<file path="config.mk">
export PLATFORM = sky130hd
export DESIGN_NAME = revoke_sweeper
export DESIGN_NICKNAME = d
export VERILOG_FILES = /design/src/rtl/revsw_pkg.sv /design/src/rtl/revsw_regs.sv /design/src/rtl/revsw_engine.sv /design/src/rtl/revoke_sweeper.sv
export SDC_FILE = /design/constraint.sdc
export NUM_CORES = 1
export LEC_CHECK = 0
export BUFFER_PORTS_ARGS = -buffer_cell sky130_fd_sc_hd__buf_4
export CORE_ASPECT_RATIO = 2
export CORE_MARGIN = 2
export CORE_UTILIZATION = 55
export DETAILED_ROUTE_END_ITERATION = 8
export PLACE_DENSITY_LB_ADDON = 0.2
export SLEW_MARGIN = 0
export SYNTH_ARGS = -nofsm -noshare
export SYNTH_HDL_FRONTEND = slang
export SYNTH_SLANG_ARGS = --single-unit
</file>
<file path="constraint.sdc">
create_clock -name clk -period 6.7 [get_ports clk]
set_input_delay 1.34 -clock clk [delete_from_list [all_inputs] [get_ports clk]]
set_output_delay 1.34 -clock clk [all_outputs]
set_load 0.005 [all_outputs]
</file>
<file path="src/rtl/revsw_pkg.sv">
package revsw_pkg;
  localparam int ADDR_W = 32;
  localparam int WORD_W = 64;
  localparam int OFS_W  = 16;

  typedef logic [ADDR_W-1:0] addr_t;

  localparam logic [OFS_W-1:0] OFS_START = 16'h0000;
  localparam logic [OFS_W-1:0] OFS_END   = 16'h0004;
  localparam logic [OFS_W-1:0] OFS_TRIG  = 16'h0008;
  localparam logic [OFS_W-1:0] OFS_CNT   = 16'h000C;
  localparam logic [OFS_W-1:0] OFS_STAT  = 16'h0010;
  localparam logic [OFS_W-1:0] OFS_IEN   = 16'h0014;
  localparam logic [7:0]       TRIG_SIG  = 8'h55;

  typedef enum logic [2:0] {
    ST_IDLE, ST_WAIT, ST_HRD, ST_HRW, ST_BRQ, ST_BRW, ST_HWR, ST_HWW
  } eng_st_e;

  // address of slot idx, forced to 8-byte alignment
  function automatic addr_t slot_addr(addr_t base, logic [ADDR_W-4:0] idx);
    addr_t a;
    a = base + {idx, 3'b000};
    return {a[ADDR_W-1:3], 3'b000};
  endfunction

  function automatic logic in_heap(addr_t p, addr_t hbase, addr_t hsize);
    return (p >= hbase) && ((p - hbase) < hsize);
  endfunction

  function automatic addr_t bm_byte(addr_t p, addr_t hbase, addr_t bbase);
    addr_t off;
    off = p - hbase;
    return bbase + (off >> 6);
  endfunction

  function automatic logic [2:0] bm_bit(addr_t p, addr_t hbase);
    addr_t off;
    off = p - hbase;
    return off[5:3];
  endfunction
endpackage

</file>
<file path="src/rtl/revsw_regs.sv">
module revsw_regs
  import revsw_pkg::*;
#(
  parameter int EPOCH_W = 16
) (
  input  logic             clk,
  input  logic             rst_n,
  input  logic             we_i,
  input  logic [OFS_W-1:0] addr_i,
  input  logic [31:0]      wdata_i,
  output logic [31:0]      rdata_o,
  input  logic             busy_i,
  input  logic             done_i,
  output logic             start_o,
  output addr_t            win_start_o,
  output addr_t            win_end_o,
  output logic             ien_o,
  output logic             irq_o
);
  localparam int PAD_W = 31 - EPOCH_W;

  addr_t              start_q, end_q;
  logic [23:0]        trig_q;
  logic [EPOCH_W-1:0] epoch_q;
  logic               stat_q, ien_q;

  logic wr_start, wr_end, wr_trig, wr_stat, wr_ien;
  assign wr_start = we_i && (addr_i == OFS_START);
  assign wr_end   = we_i && (addr_i == OFS_END);
  assign wr_trig  = we_i && (addr_i == OFS_TRIG);
  assign wr_stat  = we_i && (addr_i == OFS_STAT);
  assign wr_ien   = we_i && (addr_i == OFS_IEN);
  assign start_o  = wr_trig && !busy_i;

  always_ff @(posedge clk or negedge rst_n) begin
    if (!rst_n) begin
      start_q <= '0;
      end_q   <= '0;
      trig_q  <= '0;
      epoch_q <= '0;
      stat_q  <= 1'b0;
      ien_q   <= 1'b0;
    end else begin
      if (wr_start) start_q <= wdata_i;
      if (wr_end)   end_q   <= wdata_i;
      if (wr_trig)  trig_q  <= wdata_i[23:0];
      if (wr_ien)   ien_q   <= wdata_i[0];
      if (start_o)     epoch_q <= '0;
      else if (done_i) epoch_q <= epoch_q + 1'b1;
      if (done_i)       stat_q <= 1'b1;
      else if (wr_stat) stat_q <= 1'b0;
    end
  end

  always_comb begin
    unique case (addr_i)
      OFS_START: rdata_o = start_q;
      OFS_END:   rdata_o = end_q;
      OFS_TRIG:  rdata_o = {TRIG_SIG, trig_q};
      OFS_CNT:   rdata_o = {{PAD_W{1'b0}}, epoch_q, busy_i};
      OFS_STAT:  rdata_o = {31'd0, stat_q & ien_q};
      OFS_IEN:   rdata_o = {31'd0, ien_q};
      default:   rdata_o = '0;
    endcase
  end

  assign win_start_o = start_q;
  assign win_end_o   = end_q;
  assign ien_o       = ien_q;
  assign irq_o       = stat_q & ien_q;
endmodule

</file>
<file path="src/rtl/revsw_engine.sv">
module revsw_engine
  import revsw_pkg::*;
#(
  parameter addr_t HEAP_BASE = 32'h0000_1000,
  parameter addr_t HEAP_SIZE = 32'h0000_0400,
  parameter addr_t BM_BASE   = 32'h0000_3000,
  parameter int    PERIOD    = 2
) (
  input  logic              clk,
  input  logic              rst_n,
  input  logic              tick_i,
  input  logic              start_i,
  input  addr_t             win_start_i,
  input  addr_t             win_end_i,
  output logic              busy_o,
  output logic              done_o,
  output logic              hm_req_o,
  output logic              hm_we_o,
  output addr_t             hm_addr_o,
  output logic [WORD_W-1:0] hm_wdata_o,
  output logic              hm_wtag_o,
  input  logic              hm_gnt_i,
  input  logic              hm_rvalid_i,
  input  logic [WORD_W-1:0] hm_rdata_i,
  input  logic              hm_rtag_i,
  output logic              bm_req_o,
  output addr_t             bm_addr_o,
  input  logic              bm_gnt_i,
  input  logic              bm_rvalid_i,
  input  logic [7:0]        bm_rdata_i
);
  localparam int CW  = (PERIOD > 1) ? $clog2(PERIOD) : 1;
  localparam int IDW = ADDR_W - 3;

  eng_st_e           st_q;
  logic [IDW-1:0]    idx_q;
  logic [CW-1:0]     cnt_q;
  addr_t             addr_q;
  logic [WORD_W-1:0] data_q;

  addr_t cur_slot, ptr;
  logic  period_hit, slot_fire, past_end, below_start;

  assign cur_slot    = slot_addr(win_start_i, idx_q);
  assign past_end    = cur_slot >= win_end_i;
  assign below_start = cur_slot < win_start_i;
  assign period_hit  = cnt_q == CW'(PERIOD - 1);
  assign slot_fire   = (st_q == ST_WAIT) && tick_i && period_hit;
  assign done_o      = slot_fire && past_end;
  assign busy_o      = st_q != ST_IDLE;
  assign ptr         = data_q[31:0];

  always_ff @(posedge clk or negedge rst_n) begin
    if (!rst_n) begin
      st_q   <= ST_IDLE;
      idx_q  <= '0;
      cnt_q  <= '0;
      addr_q <= '0;
      data_q <= '0;
    end else begin
      unique case (st_q)
        ST_IDLE: if (start_i) begin
          idx_q <= '0;
          cnt_q <= '0;
          st_q  <= ST_WAIT;
        end
        ST_WAIT: if (tick_i) begin
          if (period_hit) begin
            cnt_q <= '0;
            idx_q <= idx_q + 1'b1;
            if (past_end) st_q <= ST_IDLE;
            else if (!below_start) begin
              addr_q <= cur_slot;
              st_q   <= ST_HRD;
            end
          end else begin
            cnt_q <= cnt_q + 1'b1;
          end
        end
        ST_HRD: if (hm_gnt_i) st_q <= ST_HRW;
        ST_HRW: if (hm_rvalid_i) begin
          data_q <= hm_rdata_i;
          st_q   <= (hm_rtag_i && in_heap(hm_rdata_i[31:0], HEAP_BASE, HEAP_SIZE))
                    ? ST_BRQ : ST_WAIT;
        end
        ST_BRQ: if (bm_gnt_i) st_q <= ST_BRW;
        ST_BRW: if (bm_rvalid_i)
          st_q <= bm_rdata_i[bm_bit(ptr, HEAP_BASE)] ? ST_HWR : ST_WAIT;
        ST_HWR: if (hm_gnt_i) st_q <= ST_HWW;
        ST_HWW: if (hm_rvalid_i) st_q <= ST_WAIT;
        default: st_q <= ST_IDLE;
      endcase
    end
  end

  assign hm_req_o   = (st_q == ST_HRD) || (st_q == ST_HWR);
  assign hm_we_o    = st_q == ST_HWR;
  assign hm_addr_o  = addr_q;
  assign hm_wdata_o = data_q;
  assign hm_wtag_o  = 1'b0;
  assign bm_req_o   = st_q == ST_BRQ;
  assign bm_addr_o  = bm_byte(ptr, HEAP_BASE, BM_BASE);
endmodule

</file>
<file path="src/rtl/revoke_sweeper.sv">
module revoke_sweeper
  import revsw_pkg::*;
#(
  parameter addr_t HEAP_BASE = 32'h0000_1000,
  parameter addr_t HEAP_SIZE = 32'h0000_0400,
  parameter addr_t BM_BASE   = 32'h0000_3000,
  parameter int    PERIOD    = 2,
  parameter int    EPOCH_W   = 16
) (
  input  logic        clk,
  input  logic        rst_n,
  input  logic        tick_i,
  input  logic        reg_we_i,
  input  logic [15:0] reg_addr_i,
  input  logic [31:0] reg_wdata_i,
  output logic [31:0] reg_rdata_o,
  output logic        hm_req_o,
  output logic        hm_we_o,
  output logic [31:0] hm_addr_o,
  output logic [63:0] hm_wdata_o,
  output logic        hm_wtag_o,
  input  logic        hm_gnt_i,
  input  logic        hm_rvalid_i,
  input  logic [63:0] hm_rdata_i,
  input  logic        hm_rtag_i,
  output logic        bm_req_o,
  output logic [31:0] bm_addr_o,
  input  logic        bm_gnt_i,
  input  logic        bm_rvalid_i,
  input  logic [7:0]  bm_rdata_i,
  output logic        irq_o
);
  logic  sweep_busy, sweep_done, sweep_start, irq_en;
  addr_t win_start, win_end;

  revsw_regs #(.EPOCH_W(EPOCH_W)) u_regs (
    .clk         (clk),
    .rst_n       (rst_n),
    .we_i        (reg_we_i),
    .addr_i      (reg_addr_i),
    .wdata_i     (reg_wdata_i),
    .rdata_o     (reg_rdata_o),
    .busy_i      (sweep_busy),
    .done_i      (sweep_done),
    .start_o     (sweep_start),
    .win_start_o (win_start),
    .win_end_o   (win_end),
    .ien_o       (irq_en),
    .irq_o       (irq_o)
  );

  revsw_engine #(
    .HEAP_BASE (HEAP_BASE),
    .HEAP_SIZE (HEAP_SIZE),
    .BM_BASE   (BM_BASE),
    .PERIOD    (PERIOD)
  ) u_eng (
    .clk         (clk),
    .rst_n       (rst_n),
    .tick_i      (tick_i),
    .start_i     (sweep_start),
    .win_start_i (win_start),
    .win_end_i   (win_end),
    .busy_o      (sweep_busy),
    .done_o      (sweep_done),
    .hm_req_o    (hm_req_o),
    .hm_we_o     (hm_we_o),
    .hm_addr_o   (hm_addr_o),
    .hm_wdata_o  (hm_wdata_o),
    .hm_wtag_o   (hm_wtag_o),
    .hm_gnt_i    (hm_gnt_i),
    .hm_rvalid_i (hm_rvalid_i),
    .hm_rdata_i  (hm_rdata_i),
    .hm_rtag_i   (hm_rtag_i),
    .bm_req_o    (bm_req_o),
    .bm_addr_o   (bm_addr_o),
    .bm_gnt_i    (bm_gnt_i),
    .bm_rvalid_i (bm_rvalid_i),
    .bm_rdata_i  (bm_rdata_i)
  );
endmodule

</file>
==> summary.md <==
| Metric | Value |
|---|---|
| RSZ-0062 raised after global routing | false |
| Worst hold path startpoint | u_regs.trig_q[1] |
| TritonCTS clock tree | done |
| Synth Cell Area | about 14000 um^2 |
| Layout fillers | 2069 |
| Pre-CTS setup slack | 0.856 ns |
| Root buf cell | clkbuf_16 |
| Pwr/cell area | roughly 250 nW/um^2 |
| Kind of critical path | register to register |
| First-pass GRT wire length | 64100 um |
| Launch point of the worst path | u_eng.idx_q[0] |
| Avg Vias per Cell | a little under 6 |
| Max_slew headroom | between 30% and 40% |
| Clk_lat worst skew | 0.53 ns |
| DRT iter0 DRCs | 584 |
| Share of cells above drive strength 1 | 29.2% |
| Final WL | 41000 um |
| Mapped Avg Cell Area | 9.94 um^2 |
| Routed WL per cell | 20.4 um |
| Post-CTS Setup Inserts | 0 |
| Ys async rst share | 100% |
| Crit share post-route | 88.8% |
| WP data arrival | about 6.4 ns |
| Max VDD drop | 0.000226 V |
| CTS resizes | 0 |
| DRC viols | 0 |
| P_leak | around 8.5 nW |
| Die area | 26900 um^2 |
| Cell depth of the worst flop-to-flop path | 20 |
| Register bit total from synthesis | 232 |
| Hold_buf cts | 0 |
| Endpoint class of the critical path | register |
| Fin. Hold Viols | 0 |
| IO Pins | 294 |
| Die span in y | 230 um |
| Max Clk Rate | 168 MHz |
| ANT cells | 0 |
| HPWL after DPL | just over 30000 um |
| Hold_ws | 0.502 ns |
| Clk slew on worst S/H paths | 0.07 ns |
| Part of the Yosys area used for sequential elements | 41.4% |
| Clock skew | slightly above 0.01 ns |
| Detailed Routing Iterations Pass 1 | 5 |
| Final setup fails | 0 |
| EDFF count, synth | 0 |
| Final ANT Viol Nets | 0 |
| TritonCTS Buffers | 22 |
| Max-Cap Viols | 0 |
| Slowest stage delay, CP | approximately 0.64 ns |
| Synth Warn # | 0 |
| Total via count in the routed design | 11700 |
| Unique masters post-synth | 77 |
| Worst Hold Class | register to register |
| Vias in the first global route | 12400 |
| Final #Nets | 1882 |
| Setup tns final | 0 ns |
| Outcome | complete, no violations |
| Post-synth top flop | dfrtp_1 |
| IO buf count | 284 |
| CTS Sinks | 232 |
| Crit-path slowest cell | a31oi_1 |
| Cells after synthesis | 1411 |
| Max Buffers Root-to-Sink | 3 |
| Crit Reg-Reg Startpoint | u_eng.idx_q[0] |
| Max FO, Critical Path | 12 |
| Cell count of the worst hold path | 1 |
| Starting Density | 56.0% |
| Die X | 117 um |
| Initial antenna violation count | 0 |
| Std-Cell Rows | 82 |
| Placer Congestion | approximately 0.94 |
| Core box area | between 20000 and 30000 um^2 |
| Global-route usage over all layers | 30.8% |
| Slew Limit Fails | 0 |
| Crit path launch type | register |
| Req. time, crit path | between 7 and 8 ns |
| Overflow left after global routing | 0 |
| CTS H-tree depth | 1 |
| Final worst setup slack | between 0.7 and 0.8 ns |
| Area grow syn2layout | 21.5% |
| Worst Max-Slew Pin Slew | 1.01 ns |
| Cell Chain, Critical Path | ha_1 -> inv_1 -> fa_1 -> nor2b_1 -> o31a_1 -> o221ai_1 -> a31oi_1 -> a31oi_1 -> o21ai_0 -> and3_1 -> nor2_1 -> ha_1 -> and3_1 -> nand3_1 -> or3_1 -> o221a_2 -> nand3_1 -> nand4_1 -> or3_1 -> a21oi_1 |
| Largest net degree at the start of global routing | around 170 |
| Tmin final | 5.95 ns |
[layout by cell type, fill, tap and decap left out, types with 6 or more instances in the layout]
master and n:
clkbuf_1 6, mux4_2 18, nor2_1 96, mux2i_1 19, nor2b_1 21, inv_1 90, and2_1 8, ha_1 90
or3_1 20, buf_4 287, nand4_1 13, nand2_1 110, o22ai_1 6, mux2_2 121, o21ai_0 114, conb_1 9
a21oi_1 67, nor4_1 8, o21a_1 11, xnor2_1 35, dfrtp_1 232, clkbuf_16 23, xor2_1 31, nand2b_1 7
o31ai_1 8, nor3_1 28, nand3_1 34, a21o_1 22, a31oi_1 9, and3_1 27
[routing by layer]
metal	share of wire, %	track usage, %	vias to the layer above
li1	-	-	5498
met4	6.8	18.8	0
met3	4.5	4.22	145
met5	0	0	-
met2	55	57.4	395
met1	34	31.3	5681
[cells by family after synthesis]
kind of cell	after synthesis	share of synthesized area, %
and+or+nand+nor	416	15.1
buffers and inverters	161	4.85
adders and majority gates	91	8.17
AOI/OAI and AO/OA	286	12.4
xor gates and xnor gates	66	4.12
other	1	0.0267
muxes	158	14.0
DFF	232	41.4
[Yosys cell counts, drive strengths merged (4+ instances only)]
| cell type | n | area, um^2 |
|---|---|---|
| nand2b | 7 | 43.8 |
| nor4b | 4 | 35.0 |
| nand2 | 111 | 419 |
| and2 | 10 | 62.6 |
| a31oi | 9 | 56.3 |
| a221oi | 5 | 43.8 |
| xor2 | 31 | 272 |
| o2111ai | 4 | 35.0 |
| xnor2 | 35 | 307 |
| mux2i | 19 | 190 |
| ha | 90 | 1130 |
| dfrtp | 232 | 5810 |
| nand3b | 4 | 30.0 |
| and3 | 27 | 169 |
| o21a | 11 | 82.6 |
| mux4 | 18 | 405 |
| nor2b | 21 | 131 |
| inv | 90 | 338 |
| o21ai | 116 | 581 |
| or4 | 5 | 45.0 |
| nor4 | 14 | 134 |
| a21oi | 68 | 352 |
| or2 | 5 | 33.8 |
| buf | 31 | 193 |
| clkbuf | 40 | 150 |
| nor3 | 32 | 165 |
| nand4 | 13 | 81.3 |
| a21o | 22 | 165 |
| or3 | 20 | 125 |
| nand3 | 35 | 175 |
| mux2 | 121 | 1360 |
| o31ai | 8 | 60.1 |
| and4 | 5 | 43.8 |
| o22ai | 6 | 37.5 |
| nor2 | 97 | 367 |
[worst max-delay path, delay by kind of cell (launching register included)]
| kind | cells | cell delay (ns) |
|---|---|---|
| compound gates | 7 | 2.02 |
| fa+ha+maj | 3 | 0.90 |
| buf+inv | 1 | 0.05 |
| flops | 1 | 0.44 |
| simple gates | 9 | 2.42 |
[cell type report]
cell class | count | area (um^2) | share of cell area [%]
clock inverters | 6 | 35.0 | 0.206
clock buffers | 32 | 639 | 3.75
inverters | 90 | 338 | 1.98
multi-input cells | 1026 | 7600 | 44.6
repair buffers | 290 | 2210 | 13.0
well taps | 336 | 420 | 2.47
flip-flops and latches | 232 | 5810 | 34.1
[registers in the layout (all words and copies together), names as in the netlist]
register            flops
u_eng.cnt_q             1
u_eng.st_q              3
u_regs.stat_q           1
u_regs.win_start_o     32
u_eng.idx_q            29
u_regs.win_end_o       32
u_regs.epoch_q         16
u_eng.hm_wdata_o       64
u_eng.hm_addr_o        29
u_regs.ien_o            1
u_regs.trig_q          24
[through the flow]
| stage | std cells | total power [mW] | area, um^2 | utilization [%] |
|---|---|---|---|---|
| after floorplan | 1419 | 2.53 | 14100 | - |
| after detailed placement | 1974 | 3.10 | 16400 | 65.4 |
| after CTS | 2012 | 4.32 | 17000 | 68.1 |
| final | 2012 | 4.30 | 17000 | 68.1 |
| after global routing | 2012 | 4.55 | 17000 | 68.1 |
| after global placement | 1974 | 3.06 | 16400 | 65.4 |
[final timing paths]
| path | slack [ns] | to |
|---|---|---|
| min in group asynchronous | 0.75 | u_eng.hm_wdata_o[2] |
| max in group asynchronous | 4.55 | u_regs.win_end_o[8] |
| worst max register to register | 0.75 | u_regs.epoch_q[8] |
| worst min register to register | 0.50 | u_regs.trig_q[1] |
| worst min-delay path | 0.50 | u_regs.trig_q[1] |
| worst max-delay path | 0.75 | u_regs.epoch_q[8] |
[power breakdown]
group,internal (mW),switching [mW]
clock,0.662,0.545
sequential,1.47,0.0951
combinational,0.663,0.861
total,2.80,1.50
Note: power is estimated with default switching activity, not from simulation.
